$ cat src/rtl/sif_pkg.sv
package sif_pkg;
  typedef enum logic [1:0] {ST_CMD, ST_WR, ST_RD} sif_st_t;
  typedef enum logic [1:0] {SEL_NONE = 2'd0, SEL_SETUP = 2'd1, SEL_TEST = 2'd2, SEL_DATA = 2'd3} sif_sel_t;
  // command byte field positions
  localparam int CMD_START_BIT = 7;
  localparam int CMD_SEL_HI    = 5;
  localparam int CMD_SEL_LO    = 4;
  localparam int CMD_RD_BIT    = 3;
endpackage

$ cat src/rtl/sif_sync.sv
module sif_sync #(
  parameter int W = 3,
  parameter int STAGES = 2,
  parameter logic [W-1:0] RST_VAL = '0
) (
  input  logic         clk,
  input  logic         rst_n,
  input  logic [W-1:0] d,
  output logic [W-1:0] q
);
  logic [W-1:0] chain [STAGES];

  always_ff @(posedge clk or negedge rst_n) begin
    if (!rst_n) chain[0] <= RST_VAL;
    else        chain[0] <= d;
  end

  for (genvar g = 1; g < STAGES; g++) begin : g_stage
    always_ff @(posedge clk or negedge rst_n) begin
      if (!rst_n) chain[g] <= RST_VAL;
      else        chain[g] <= chain[g-1];
    end
  end

  assign q = chain[STAGES-1];
endmodule

$ cat src/rtl/sif_ones_det.sv
module sif_ones_det #(
  parameter int RUN = 32
) (
  input  logic clk,
  input  logic rst_n,
  input  logic clr,
  input  logic step,
  input  logic bit_in,
  output logic hit
);
  localparam int CW = $clog2(RUN + 1);
  logic [CW-1:0] cnt_q;

  assign hit = step && bit_in && (cnt_q == CW'(RUN - 1));

  always_ff @(posedge clk or negedge rst_n) begin
    if (!rst_n)               cnt_q <= '0;
    else if (clr)             cnt_q <= '0;
    else if (step) begin
      if (!bit_in || hit)     cnt_q <= '0;
      else                    cnt_q <= cnt_q + 1'b1;
    end
  end
endmodule

$ cat src/rtl/sif_regfile.sv
module sif_regfile #(
  parameter int REG_W = 8,
  parameter int DATA_W = 16
) (
  input  logic              clk,
  input  logic              rst_n,
  input  logic              wr_setup,
  input  logic              wr_test,
  input  logic [REG_W-1:0]  wdata,
  input  logic              ld_data,
  input  logic [DATA_W-1:0] ld_value,
  output logic [REG_W-1:0]  setup_q,
  output logic [REG_W-1:0]  test_q,
  output logic [DATA_W-1:0] data_q
);
  always_ff @(posedge clk or negedge rst_n) begin
    if (!rst_n) begin
      setup_q <= '0;
      test_q  <= '0;
      data_q  <= '0;
    end else begin
      if (wr_setup) setup_q <= wdata;
      if (wr_test)  test_q  <= wdata;
      if (ld_data)  data_q  <= ld_value;
    end
  end
endmodule

$ cat src/rtl/sif_slave.sv
module sif_slave
  import sif_pkg::*;
#(
  parameter int SYNC_STAGES = 2,
  parameter int RESYNC_ONES = 32,
  parameter int DATA_W = 16,
  parameter int REG_W = 8
) (
  input  logic              clk,
  input  logic              rst_n,
  input  logic              sclk,
  input  logic              cs_n,
  input  logic              sdi,
  output logic              sdo,
  input  logic              res_valid,
  output logic              res_ready,
  input  logic [DATA_W-1:0] res_data,
  output logic [REG_W-1:0]  setup_q,
  output logic              test_mode
);
  localparam int CW = $clog2(DATA_W + 1);
  localparam logic [CW-1:0] CMD_LAST = CW'(REG_W - 1);

  logic [2:0] pins_s;
  logic sclk_s, cs_s, sdi_s, sclk_p;
  logic cs_act, rise_evt, fall_evt, ones_hit;

  sif_sync #(.W(3), .STAGES(SYNC_STAGES), .RST_VAL(3'b010)) u_sync (
    .clk(clk), .rst_n(rst_n), .d({sclk, cs_n, sdi}), .q(pins_s)
  );
  assign {sclk_s, cs_s, sdi_s} = pins_s;
  assign cs_act   = !cs_s;
  assign rise_evt = cs_act && sclk_s && !sclk_p;
  assign fall_evt = cs_act && !sclk_s && sclk_p;

  always_ff @(posedge clk or negedge rst_n) begin
    if (!rst_n) sclk_p <= 1'b0;
    else        sclk_p <= sclk_s;
  end

  sif_ones_det #(.RUN(RESYNC_ONES)) u_ones (
    .clk(clk), .rst_n(rst_n), .clr(!cs_act), .step(rise_evt), .bit_in(sdi_s), .hit(ones_hit)
  );

  sif_st_t           state_q;
  sif_sel_t          sel_q, cmd_sel;
  logic [CW-1:0]     cnt_q, len_m1;
  logic [DATA_W-1:0] rx_q, tx_q, nxt_rx, rd_val;
  logic [REG_W-1:0]  test_q;
  logic [DATA_W-1:0] data_q;
  logic              sdo_q, xfer_last, wr_setup, wr_test;

  assign nxt_rx    = {rx_q[DATA_W-2:0], sdi_s};
  assign cmd_sel   = sif_sel_t'(nxt_rx[CMD_SEL_HI:CMD_SEL_LO]);
  assign len_m1    = (sel_q == SEL_DATA) ? CW'(DATA_W - 1) : CW'(REG_W - 1);
  assign xfer_last = (cnt_q == len_m1);

  always_comb begin
    unique case (cmd_sel)
      SEL_SETUP: rd_val = {setup_q, {(DATA_W-REG_W){1'b0}}};
      SEL_TEST:  rd_val = {test_q,  {(DATA_W-REG_W){1'b0}}};
      SEL_DATA:  rd_val = data_q;
      default:   rd_val = '0;
    endcase
  end

  assign wr_setup = rise_evt && !ones_hit && state_q == ST_WR && xfer_last && sel_q == SEL_SETUP;
  assign wr_test  = rise_evt && !ones_hit && state_q == ST_WR && xfer_last && sel_q == SEL_TEST;

  sif_regfile #(.REG_W(REG_W), .DATA_W(DATA_W)) u_regs (
    .clk(clk), .rst_n(rst_n),
    .wr_setup(wr_setup), .wr_test(wr_test), .wdata(nxt_rx[REG_W-1:0]),
    .ld_data(res_valid), .ld_value(res_data),
    .setup_q(setup_q), .test_q(test_q), .data_q(data_q)
  );

  always_ff @(posedge clk or negedge rst_n) begin
    if (!rst_n) begin
      state_q <= ST_CMD;
      sel_q   <= SEL_NONE;
      cnt_q   <= '0;
      rx_q    <= '0;
      tx_q    <= '0;
      sdo_q   <= 1'b0;
    end else if (!cs_act) begin
      state_q <= ST_CMD;
      cnt_q   <= '0;
      sdo_q   <= 1'b0;
    end else begin
      if (rise_evt) begin
        rx_q <= nxt_rx;
        if (ones_hit) begin
          state_q <= ST_CMD;
          cnt_q   <= '0;
        end else begin
          unique case (state_q)
            ST_CMD: begin
              if (cnt_q == CMD_LAST) begin
                cnt_q <= '0;
                if (!nxt_rx[CMD_START_BIT] && cmd_sel != SEL_NONE) begin
                  state_q <= nxt_rx[CMD_RD_BIT] ? ST_RD : ST_WR;
                  sel_q   <= cmd_sel;
                  tx_q    <= rd_val;
                end
              end else begin
                cnt_q <= cnt_q + 1'b1;
              end
            end
            default: begin
              if (xfer_last) begin
                state_q <= ST_CMD;
                cnt_q   <= '0;
              end else begin
                cnt_q <= cnt_q + 1'b1;
              end
            end
          endcase
        end
      end
      if (fall_evt) begin
        if (state_q == ST_RD) begin
          sdo_q <= tx_q[DATA_W-1];
          tx_q  <= {tx_q[DATA_W-2:0], 1'b0};
        end else begin
          sdo_q <= 1'b0;
        end
      end
    end
  end

  assign sdo       = sdo_q;
  assign res_ready = 1'b1;
  assign test_mode = |test_q;
endmodule

$ cat config.mk
export PLATFORM = sky130hd
export DESIGN_NAME = sif_slave
export DESIGN_NICKNAME = d
export VERILOG_FILES = /design/src/rtl/sif_pkg.sv /design/src/rtl/sif_sync.sv /design/src/rtl/sif_ones_det.sv /design/src/rtl/sif_regfile.sv /design/src/rtl/sif_slave.sv
export SDC_FILE = /design/constraint.sdc
export NUM_CORES = 1
export LEC_CHECK = 0
export BUFFER_PORTS_ARGS = -buffer_cell sky130_fd_sc_hd__buf_4
export CELL_PAD_IN_SITES_DETAIL_PLACEMENT = 0
export CELL_PAD_IN_SITES_GLOBAL_PLACEMENT = 1
export CORE_MARGIN = 1.5
export CORE_UTILIZATION = 40
export DETAILED_ROUTE_END_ITERATION = 8
export GPL_ROUTABILITY_DRIVEN = 0
export PLACE_DENSITY = 0.68
export SYNTH_ARGS = -nofsm -noshare
export SYNTH_HDL_FRONTEND = slang
export SYNTH_SLANG_ARGS = --single-unit
$ cat constraint.sdc
create_clock -name clk -period 3.9 [get_ports clk]
set_input_delay 0.39 -clock clk [delete_from_list [all_inputs] [get_ports clk]]
set_output_delay 0.39 -clock clk [all_outputs]
set_load 0.01 [all_outputs]
* Yosys cells after proc, flatten, opt, wreduce, memory -nomap -nowiden
Cells that the tools add are included.
Storage, ports and cells: flip-flop bits (word level) 78, bits in latches 0, RAM bits 0, memory bits (read-only) 0, bits of input ports 22, logic and storage cells 87, memories kept 0
Operators by class: add/sub/neg operators 2, multiply operators 0, divide/modulo/power cells 0, order comparisons 0, eq/ne operators 13, shift-type cells 0, muxes and demuxes 29, bitwise operators 2, reduce and logical (&&, ||, !) cells 28
Operators by type and width (number):
- 16-bit two-way mux | 7
- 16-bit case mux with 3 select lines | 1
- 5-bit two-way mux | 6
- 6-bit two-way mux | 3
- 2-bit two-way mux | 8
- 1-bit logical AND | 12
- 2-bit equality test, second input constant | 5
- 4-bit by 3-bit inequality test with 1-bit output, second input constant | 2
- 8-bit OR reduction | 1
- 6-bit by 1-bit adder with 6-bit output, second input constant | 1
- 2-bit by 1-bit equality test with 1-bit output, second input constant | 3
- 6-bit by 5-bit equality test with 1-bit output, second input constant | 1
- 1-bit zero test | 6
- 6-bit AND reduction | 1
- 2-bit nonzero test | 3
- 5-bit by 1-bit adder with 5-bit output, second input constant | 1
- 5-bit by 3-bit equality test with 1-bit output, second input constant | 1
- 5-bit by 4-bit equality test with 1-bit output | 1
- 4-bit two-way mux | 1
- 4-bit AND reduction | 1
- 4-bit nonzero test | 1
- 1-bit two-way mux | 3
- 2-bit zero test | 1
- 1-bit inverter | 2
- other kinds (2) | 2

* Longest topological paths before layout
Gate-level depths: netlist of run 1.
word-level depth 10, gate-level depth with buffers 7, mapped depth without buffers 5

* Hierarchy
A second synthesis of run 1 with hierarchy kept.
Unflattened totals: cell total of the unflattened synthesis 292, area, all modules 3587.2 µm²
Modules (own cells, without submodules):
- sif_slave | times used 1, cells an instance 173, area an instance 1784.2 µm²
- sif_regfile | times used 1, cells an instance 68, area an instance 1239.9 µm²
- sif_ones_det | times used 1, cells an instance 42, area an instance 387.9 µm²
- sif_sync | times used 1, cells an instance 9, area an instance 175.2 µm²

* Worst setup path before layout of run 1
OpenSTA, ideal clock, no wires.
path kind register -> register, start register u_ones.cnt_q[0], end register u_regs.test_q[0], arrival time 2.030 ns, required time 3.775 ns, path slack 1.745 ns, stages on the path, launching flop included 7, path buffers 1, period minus slack after synthesis 2.155 ns, cell sequence dfrtp_1 -> ha_1 -> and3_1 -> clkbuf_1 -> a31o_4 -> nor4b_4 -> mux2_2
Between the ends: cells in the longest elaborated chain, start to end 7
RTL lines:
- start, declared | line sif_ones_det.sv:12 | logic [CW-1:0] cnt_q;
- start signal, assigned | line sif_ones_det.sv:21 | else cnt_q <= cnt_q + 1'b1;
- 6-bit by 5-bit equality test with 1-bit output | line sif_ones_det.sv:14 | assign hit = step && bit_in && (cnt_q == CW'(RUN - 1));
- 1-bit logical AND | line sif_ones_det.sv:14
- 1-bit zero test | line sif_slave.sv:68 | assign wr_test = rise_evt && !ones_hit && state_q == ST_WR && xfer_last && sel_q == SEL_TEST;
- 1-bit logical AND (4 in a row) | line sif_slave.sv:68
- end signal, assigned | line sif_regfile.sv:23 | if (wr_test) test_q <= wdata;
- end, declared | line sif_regfile.sv:13 | output logic [REG_W-1:0] test_q,
Every way passes these cells. A chain may end at the register's enable or synchronous reset.

* Worst setup path in the final report of run 1
start register sclk_p, end register u_regs.setup_q[4]
Between the ends: cells in the longest elaborated chain, start to end 9
RTL lines:
- start, declared | line sif_slave.sv:25 | logic sclk_s, cs_s, sdi_s, sclk_p;
- start signal, assigned | line sif_slave.sv:38 | else sclk_p <= sclk_s;
- 1-bit zero test (*) | line sif_slave.sv:33 | assign rise_evt = cs_act && sclk_s && !sclk_p;
- 1-bit logical AND (*) | line sif_slave.sv:33
- 1-bit logical AND (2 in a row) | line sif_ones_det.sv:14
- 1-bit zero test | line sif_slave.sv:67 | assign wr_setup = rise_evt && !ones_hit && state_q == ST_WR && xfer_last && sel_q == SEL_SETUP;
- 1-bit logical AND (*) (4 in a row) | line sif_slave.sv:67
- end signal, assigned | line sif_regfile.sv:22 | if (wr_setup) setup_q <= wdata;
- end, declared | line sif_regfile.sv:12 | output logic [REG_W-1:0] setup_q,
Mark *: on every way between the ends. The rest lies on a longest branch, timed or not.

==> results.yml, run 1 <==
final_layout:
  final_cell_mix: "dfrtp_1 (76), mux2_2 (35), buf_4 (33)"
  syn_to_final_growth_pct: 14.4
  final_common_cell: "dfrtp_1"
  stdcell_area_um2: 4080
  n_fill_cell: 833
  antenna_cells: 0
  layout-drive-gt1-share_pct: 27.7
  fin_cells: 444
  nNetsFinal: 355
global_routing:
  grt_max_degree: 79
  grt_util_all_layers_pct: 16.6
  grt.overflow.total: 0
  antenna_found_initial: 0
  grt_pass1_wl_um: 12500
  grt_pass1_vias: 2463
sta:
  layout_min_cycle_time_ps: 2410
  worst_slack_ps: 1490
  worstMarginPinSlew_ps: 1020
  rsz0062_at_grt: "false"
  period_share_pct: 61.7
  fmax_mhz: 415
  holdWs_ps: 152
  setup_viol: 0
  fin_tns_setup_ps: 0
  hold_viol_final: 0
  finClkSkew_ps: 13.4
  slew_headroom_pct: 31.4
  drv_slew: 0
die:
  die_area_um2: 9500
  io_pins: 33
  initial_utilization_pct: 41.1
  die_x_um: 97.5
  die_h_um: 97.5
  coreArea_um2: 8680
  num_rows: 34
clock_network:
  ctsHoldBuffers: 0
  cts.sinks: 78
  numCtsBuffers: 9
  cts_setup_buffers: 0
  clock_latency_ps: 350
  clockBufferDepth: 2
  clk_pin_slew_ps: 80
  cts-root-buf: "clkbuf_8"
  htree_levels: 3
  cts_tree: "done"
  cts_resized: 0
worst_setup_path:
  crit_cells: 4
  cp_max_fo: 23
  critPathCapture: "u_regs.setup_q[4]"
  worstPathArrival_ps: 2640
  r2r_end: "u_regs.setup_q[4]"
  cp.required_ps: 4140
  critPathKind: "reg2reg"
  startpoint: "sclk_p"
  reg2reg_from: "sclk_p"
  cp_cell_sequence: "or3b_1 > a31o_4 > nor4_4 > mux2_2"
  endpoint_kind: "register"
  reg2reg_slack_ps: 1490
  critPathTopFamily: "simple AND/OR/NAND/NOR gates"
  rr_worst_depth: 4
  crit_buf_inv: 0
  crit_slowest_cell: "nor4_4"
  crit_path_start_kind: "register"
  slowest_delay_ps: 580
logic_synthesis:
  syn_inst: 305
  ys_warn_count: 0
  synthArstFlopShare_pct: 100
  synth_area_um2: 3570
  ys_seq_elements: 78
  synth_cell_type_count: 52
  synth_ff_type: "dfrtp_1"
  synth_edf_count: 0
  syn_nets: 329
  syn_area_per_cell_um2: 11.7
  yosysSeqAreaShare_pct: 54.8
power:
  power_frac_seq_pct: 51.3
  p_int_uw: 1340
  p_sw_share_pct: 25.2
  irDropWorstVdd_v: 0.000306
  pwr-share-comb_pct: 9.8
  leakagePower_uw: 0.00178
  clkPwrFrac_pct: 38.9
  p_sw_uw: 451
  powerDensity_nw_per_um2: 437
drt:
  drt-vias-per-instance: 5.53
  routed_wl_um: 7260
  antenna_left: 0
  drt_pass1_iterations: 4
  dr.first_iter.drc_count: 114
  vias: 2456
  routedWlPerCell_um: 16.4
  drc: 0
placed_design:
  place_ws_ps: 1490
  place_area_um2: 3850
  dp.cells: 428
  dp_hpwl_um: 4800
  portBuffers: 31
flow_run:
  drv_cap: 0
min_path:
  min-delay-start: "sdi"
  hold_class: "in2reg"
outcome:
  status: "finished clean"
[sequential cells by signal (all words and copies together), names as in the netlist]
register	count
sdo	1
u_ones.cnt_q	6
rx_q	7
u_sync.q	3
cnt_q	5
u_regs.test_q	8
u_sync.chain	3
u_regs.setup_q	8
state_q	2
tx_q	16
u_regs.data_q	16
sclk_p	1
sel_q	2
[Yosys cell counts, types with 2 or more instances]
master | instances | area share [%]
a22o_1 | 2 | 0.49
buf_6 | 4 | 1.3
mux2_2 | 35 | 11
dfrtp_1 | 76 | 53
o21ai_0 | 17 | 2.4
o21a_1 | 7 | 1.5
and3_1 | 3 | 0.53
xnor2_1 | 2 | 0.49
o22ai_1 | 8 | 1.4
nor2_1 | 5 | 0.53
nand2_1 | 26 | 2.7
dfstp_2 | 2 | 1.5
a21o_1 | 2 | 0.42
o2bb2ai_1 | 2 | 0.49
nor4_1 | 3 | 0.53
inv_1 | 5 | 0.53
nand4_1 | 4 | 0.70
nand3_1 | 16 | 2.2
mux2i_1 | 8 | 2.2
a31oi_1 | 10 | 1.8
clkbuf_1 | 12 | 1.3
ha_1 | 2 | 0.70
o32a_1 | 7 | 2.0
a21oi_1 | 19 | 2.7
[layout make-up]
class                      instances  area (µm²)  share of cell area [%]
clock inverter                     4        77.6                    1.90
inverter                           6        22.5                   0.552
clock buffer                      12         155                    3.80
timing repair buffer              33         248                    6.07
sequential                        78        1950                    47.9
multi-input combinational        203        1490                    36.5
tap                              108         135                    3.31
[power by group through the flow]
| stage | registers, µW | clock network, µW | logic, µW |
|---|---|---|---|
| floorplan | 901 | 0 | 131 |
| global placement | 932 | 0 | 177 |
| detailed placement | 933 | 0 | 179 |
| CTS | 917 | 720 | 179 |
| global route | 927 | 745 | 198 |
| finish | 917 | 695 | 175 |
[worst min-delay path by stage]
stage          cells after the start              end
2_1_floorplan                      0         cnt_q[0]
3_3_place_gp                       0      u_sync.q[0]
3_5_place_dp                       0      u_sync.q[0]
4_1_cts                            1  u_sync.chain[3]
5_1_grt                            1  u_sync.chain[5]
6_report                           1  u_sync.chain[3]
[cells by family (layout without fill, tap and decap cells)]
group / Yosys count / count (layout) / synth area share (%)
AOI/OAI and AO/OA: 83 / 83 / 15.4
xor gates and xnor gates: 2 / 2 / 0.491
adders and majority gates: 2 / 2 / 0.701
buffers and inverters: 24 / 55 / 3.47
DFF: 78 / 78 / 54.8
muxes: 43 / 43 / 13.3
other: 1 / 1 / 0.105
and+or+nand+nor: 72 / 72 / 11.7
[through the flow]
step	util (%)	power (µW)
2_1_floorplan	-	1030
3_3_place_gp	44.4	1110
3_5_place_dp	44.4	1110
4_1_cts	47.0	1820
5_1_grt	47.0	1870
6_report	47.0	1790
[metal layers]
layer / wire length (µm) / part of all wire, % / vias up / GRT usage [%]
met5: 0 / 0 / - / 0
met4: 74 / 1.0 / 0 / 4.95
met3: 216 / 3.0 / 7 / 4.03
met2: 3400 / 47 / 34 / 26.5
met1: 3570 / 49 / 1227 / 22.5
li1: - / - / 1188 / -
(Power assumes the default switching activity.)
==> inputs of run 2 (changes only) <==
--- a/config.mk
+++ b/config.mk
@@ -12,7 +12,7 @@
 export CORE_UTILIZATION = 40
 export DETAILED_ROUTE_END_ITERATION = 8
 export GPL_ROUTABILITY_DRIVEN = 0
-export PLACE_DENSITY = 0.68
+export PLACE_DENSITY = 0.71
 export SYNTH_ARGS = -nofsm -noshare
 export SYNTH_HDL_FRONTEND = slang
 export SYNTH_SLANG_ARGS = --single-unit
==> constraint.sdc (replaced) <==
create_clock -name clk -period 2.15 [get_ports clk]
set_input_delay 0.215 -clock clk [delete_from_list [all_inputs] [get_ports clk]]
set_output_delay 0.215 -clock clk [all_outputs]
set_load 0.01 [all_outputs]
==> run 2 against run 1 <==
  * Die area unchanged
  * Cell area up 5.5%
  * Combinational power up 120%
  * Core utilization up 2.6 points
  * Count of clock-buffer cells in the layout down 1
  * Sequential share of layout area down 2.5 points
  * Register-to-register slack worse by 1400 ps
  * Power up 77%
  * Routed wire length up 4.3%
  * Critical endpoint is now tx_q[14]
  * Flip-flop and latch count unchanged
  * Worst setup slack worse by 1400 ps
==> results.yml, run 2 (synthesized netlist as in run 1, its figures left out) <==
global_routing:
  grt.overflow.total: 0
  grt_max_degree: 79
  antenna_found_initial: 0
  grt_util_all_layers_pct: 17.0
  grt_pass1_wl_um: 12900
  grt_pass1_vias: 2554
sta:
  period_share_pct: 94.8
  fin_tns_setup_ps: 0
  layout_min_cycle_time_ps: 2040
  fmax_mhz: 491
  holdWs_ps: 84.3
  rsz0062_at_grt: "false"
  drv_slew: 0
  hold_viol_final: 0
  worst_slack_ps: 112
  finClkSkew_ps: 12.0
  setup_viol: 0
  worstMarginPinSlew_ps: 566
  slew_headroom_pct: 62.3
die:
  num_rows: 34
  coreArea_um2: 8680
  die_area_um2: 9500
  initial_utilization_pct: 41.1
  io_pins: 33
  die_h_um: 97.5
  die_x_um: 97.5
placed_design:
  place_ws_ps: 30.7
  dp_hpwl_um: 4980
  portBuffers: 31
clock_network:
  cts-root-buf: "clkbuf_8"
  clockBufferDepth: 2
  clk_pin_slew_ps: 80
  htree_levels: 3
  cts.sinks: 78
  cts_tree: "done"
  numCtsBuffers: 9
  clock_latency_ps: 360
min_path:
  hold_class: "in2reg"
power:
  irDropWorstVdd_v: 0.000373
  power_uw: 3160
  powerDensity_nw_per_um2: 733
  leakagePower_uw: 0.00190
worst_setup_path:
  cp.required_ps: 2400
  reg2reg_slack_ps: 110
  critPathKind: "reg2reg"
  endpoint_kind: "register"
  crit_path_start_kind: "register"
  worstPathArrival_ps: 2290
  cp_max_fo: 8
final_layout:
  syn_to_final_growth_pct: 20.7
  nNetsFinal: 381
  reg.largest.list: "tx_q: 16 flops, u_regs.data_q: 16 flops"
  fin_util_pct: 49.6
  final_cell_mix: "dfrtp_1 (76), buf_4 (51), mux2_2 (35)"
  layout-drive-gt1-share_pct: 32.0
  final_common_cell: "dfrtp_1"
  antenna_cells: 0
flow_run:
  drv_cap: 0
drt:
  antenna_left: 0
  routed_wl_um: 7570
  dr.first_iter.drc_count: 111
  routedWlPerCell_um: 16.1
  vias: 2580
  drc: 0
  drt_pass1_iterations: 4
  drt-vias-per-instance: 5.49
outcome:
  status: "finished clean"
## run 2: per-layer routing
layer | track usage [%] | wire, µm | vias to the layer above
li1 | - | - | 1238
met1 | 24.4 | 3670 | 1291
met2 | 25.4 | 3550 | 39
met3 | 3.24 | 216 | 12
met4 | 6.92 | 138 | 0
met5 | 0 | 0 | -
## run 2: area by class of cell
type	count	area (µm²)
Clock buffer	11	151
Clock inverter	5	57.6
Fill cell	835	4370
Inverter	6	22.5
Multi-Input combinational cell	204	1500
Sequential cell	78	1950
Tap cell	108	135
Timing Repair Buffer	58	483
## run 2: path summary, 6_finish.rpt
kind | cells after the start | end | start
setup reg to reg | 5 | tx_q[14] | cnt_q[3]
setup / recovery | 5 | tx_q[14] | cnt_q[3]
hold / removal | 2 | u_regs.data_q[10] | res_data[10]
hold reg to reg | 0 | u_sync.q[2] | u_sync.chain[5]
min in group asynchronous | 3 | u_regs.data_q[14] | rst_n
max in group asynchronous | 3 | u_sync.q[1] | rst_n
## run 2: critical path: stages (launching register included)
cell     delay, ps
dfrtp_1        380
or3_4          410
or4_4          560
buf_12         160
o32a_1         330
o21a_1         100
## run 2: what timing repair did
action	in CTS	in global routing
hold buffers	4	0
buffers inserted	0	2
resized for setup	0	1
endpoints found under the setup margin	0	5
endpoints found under the hold margin	79	0
## run 2: per-stage QoR
stage | area [µm²] | std cells
global route | 4310 | 470
global placement | 4020 | 447
detailed placement | 4020 | 447
floorplan | 3570 | 305
finish | 4310 | 470
CTS | 4270 | 467
## run 2: power by group
part	internal (µW)	switching (µW)	leakage, µW
clock	597	551	0.0000976
combinational	162	215	0.000800
sequential	1560	72.4	0.000999
total	2320	839	0.00190
==> inputs of run 3 (changes only) <==
==> constraint.sdc (replaced) <==
create_clock -name clk -period 2.15 [get_ports clk]
set_input_delay 0.5375 -clock clk [delete_from_list [all_inputs] [get_ports clk]]
set_output_delay 0.5375 -clock clk [all_outputs]
set_load 0.01 [all_outputs]
==> run 3 against run 2 <==
  * Core utilization shrank 0.42 points
  * Worst setup slack lost 40 ps
  * Non-clock buffer count down 2
  * Count of clock-buffer cells in the layout decreased by 1
  * Register-to-register slack got worse by 40 ps
  * First-iteration DRC count increased by 23%
  * Hold slack worse by 12 ps
  * Routed wire length grew 2.3%
==> results.yml, run 3 (synthesized netlist as in run 1, its figures left out) <==
drt:
  drc: 0
  drt_pass1_iterations: 4
  met3WireLength_um: 256
  wl_met1_um: 3700
  wl_met2_um: 3710
  vias: 2591
  drt-vias-per-instance: 5.52
  top_layer: "met4"
  routedWlPerCell_um: 16.5
  dr.first_iter.drc_count: 137
  antenna_left: 0
  routed_wl_um: 7740
flow_run:
  drv_cap: 0
global_routing:
  grt_pass1_vias: 2630
  grt_max_degree: 29
  grt.overflow.total: 0
  antenna_found_initial: 0
  grt_pass1_wl_um: 13100
  grt_util_all_layers_pct: 17.2
worst_setup_path:
  crit_slowest_cell: "or4_4"
  cp_max_fo: 5
  worstPathArrival_ps: 2320
  critPathTopFamily: "simple AND/OR/NAND/NOR gates"
  crit_path_start_kind: "register"
  critPathKind: "reg2reg"
  slowest_delay_ps: 520
  cp_cell_sequence: "ha_2 > nand3b_1 > buf_4 > or4_4 > o32a_1 > o21a_1"
  crit_buf_inv: 1
  endpoint_kind: "register"
  cp.required_ps: 2390
final_layout:
  layout-drive-gt1-share_pct: 33.2
  fin_cells: 469
  fin_util_pct: 49.2
  reg.largest.list: "tx_q: 16 flops, u_regs.data_q: 16 flops"
  syn_to_final_growth_pct: 19.6
  nNetsFinal: 380
  antenna_cells: 0
  final_common_cell: "dfrtp_1"
  final_cell_mix: "dfrtp_1 (76), buf_4 (55), mux2_2 (35)"
placed_design:
  dp.cells: 449
  dp_hpwl_um: 5180
  portBuffers: 31
power:
  leakagePower_uw: 0.00188
  irDropWorstVdd_v: 0.000327
  powerDensity_nw_per_um2: 738
  power_uw: 3150
min_path:
  hold_class: "in2async"
clock_network:
  cts.sinks: 78
  htree_levels: 3
  numCtsBuffers: 9
  cts_tree: "done"
  clockBufferDepth: 2
  ctsHoldBuffers: 0
  cts-root-buf: "clkbuf_8"
  clock_latency_ps: 360
  clk_pin_slew_ps: 90
die:
  num_rows: 34
  initial_utilization_pct: 41.1
  die_area_um2: 9500
  die_x_um: 97.5
  die_h_um: 97.5
  coreArea_um2: 8680
  io_pins: 33
sta:
  finClkSkew_ps: 17.0
  layout_min_cycle_time_ps: 2080
  drv_slew: 0
  setup_viol: 0
  slew_headroom_pct: 62.1
  fin_tns_setup_ps: 0
  fmax_mhz: 481
  worstMarginPinSlew_ps: 569
  period_share_pct: 96.7
  hold_viol_final: 0
  rsz0062_at_grt: "false"
outcome:
  status: "finished clean"
[run 3: area by class of cell]
type | count | area, µm²
inverter | 6 | 22.5
multi-input combinational | 205 | 1520
fill | 832 | 4410
clock inverter | 6 | 71.3
clock buffer | 10 | 138
sequential | 78 | 1950
timing repair buffer | 56 | 433
tap | 108 | 135
[run 3: path summary, 6_finish.rpt]
kind                                 start                 to  slack, ps  cells past startpoint
max                               cnt_q[0]           tx_q[10]         70                      6
min                                  rst_n  u_regs.setup_q[3]         70                      1
max reg2reg                       cnt_q[0]           tx_q[10]         70                      6
min reg2reg                u_sync.chain[3]        u_sync.q[0]        350                      0
max in group asynchronous            rst_n        u_sync.q[1]       1450                      2
min in group clk                      sclk    u_sync.chain[5]        290                      1
[run 3: what timing repair did]
action,in CTS,in global routing
endpoints found under the setup margin,0,4
buffers inserted,0,2
resized for setup,0,3
[run 3: metrics by stage]
stage / hold WS [ps] / setup WS (ps) / cell area, µm²
3_5_place_dp: 339 / 46.2 / 4020
6_report: 72.0 / 71.9 / 4270
2_1_floorplan: 242 / 4.99 / 3570
5_1_grt: 83.0 / 2.32 / 4270
4_1_cts: 76.8 / 37.0 / 4230
3_3_place_gp: 333 / 87.4 / 4020
[run 3: power breakdown]
group          internal [µW]  total (µW)  switching [µW]
clock network            574        1140             564
registers               1560        1630            74.8
logic                    160         380             220
total                   2290        3150             859
[run 3: metal layers]
layer | up-vias | track usage (%)
met1 | 1290 | 23.7
li1 | 1245 | -
met5 | - | 0
met3 | 7 | 3.31
met4 | 0 | 7.03
met2 | 49 | 26.7
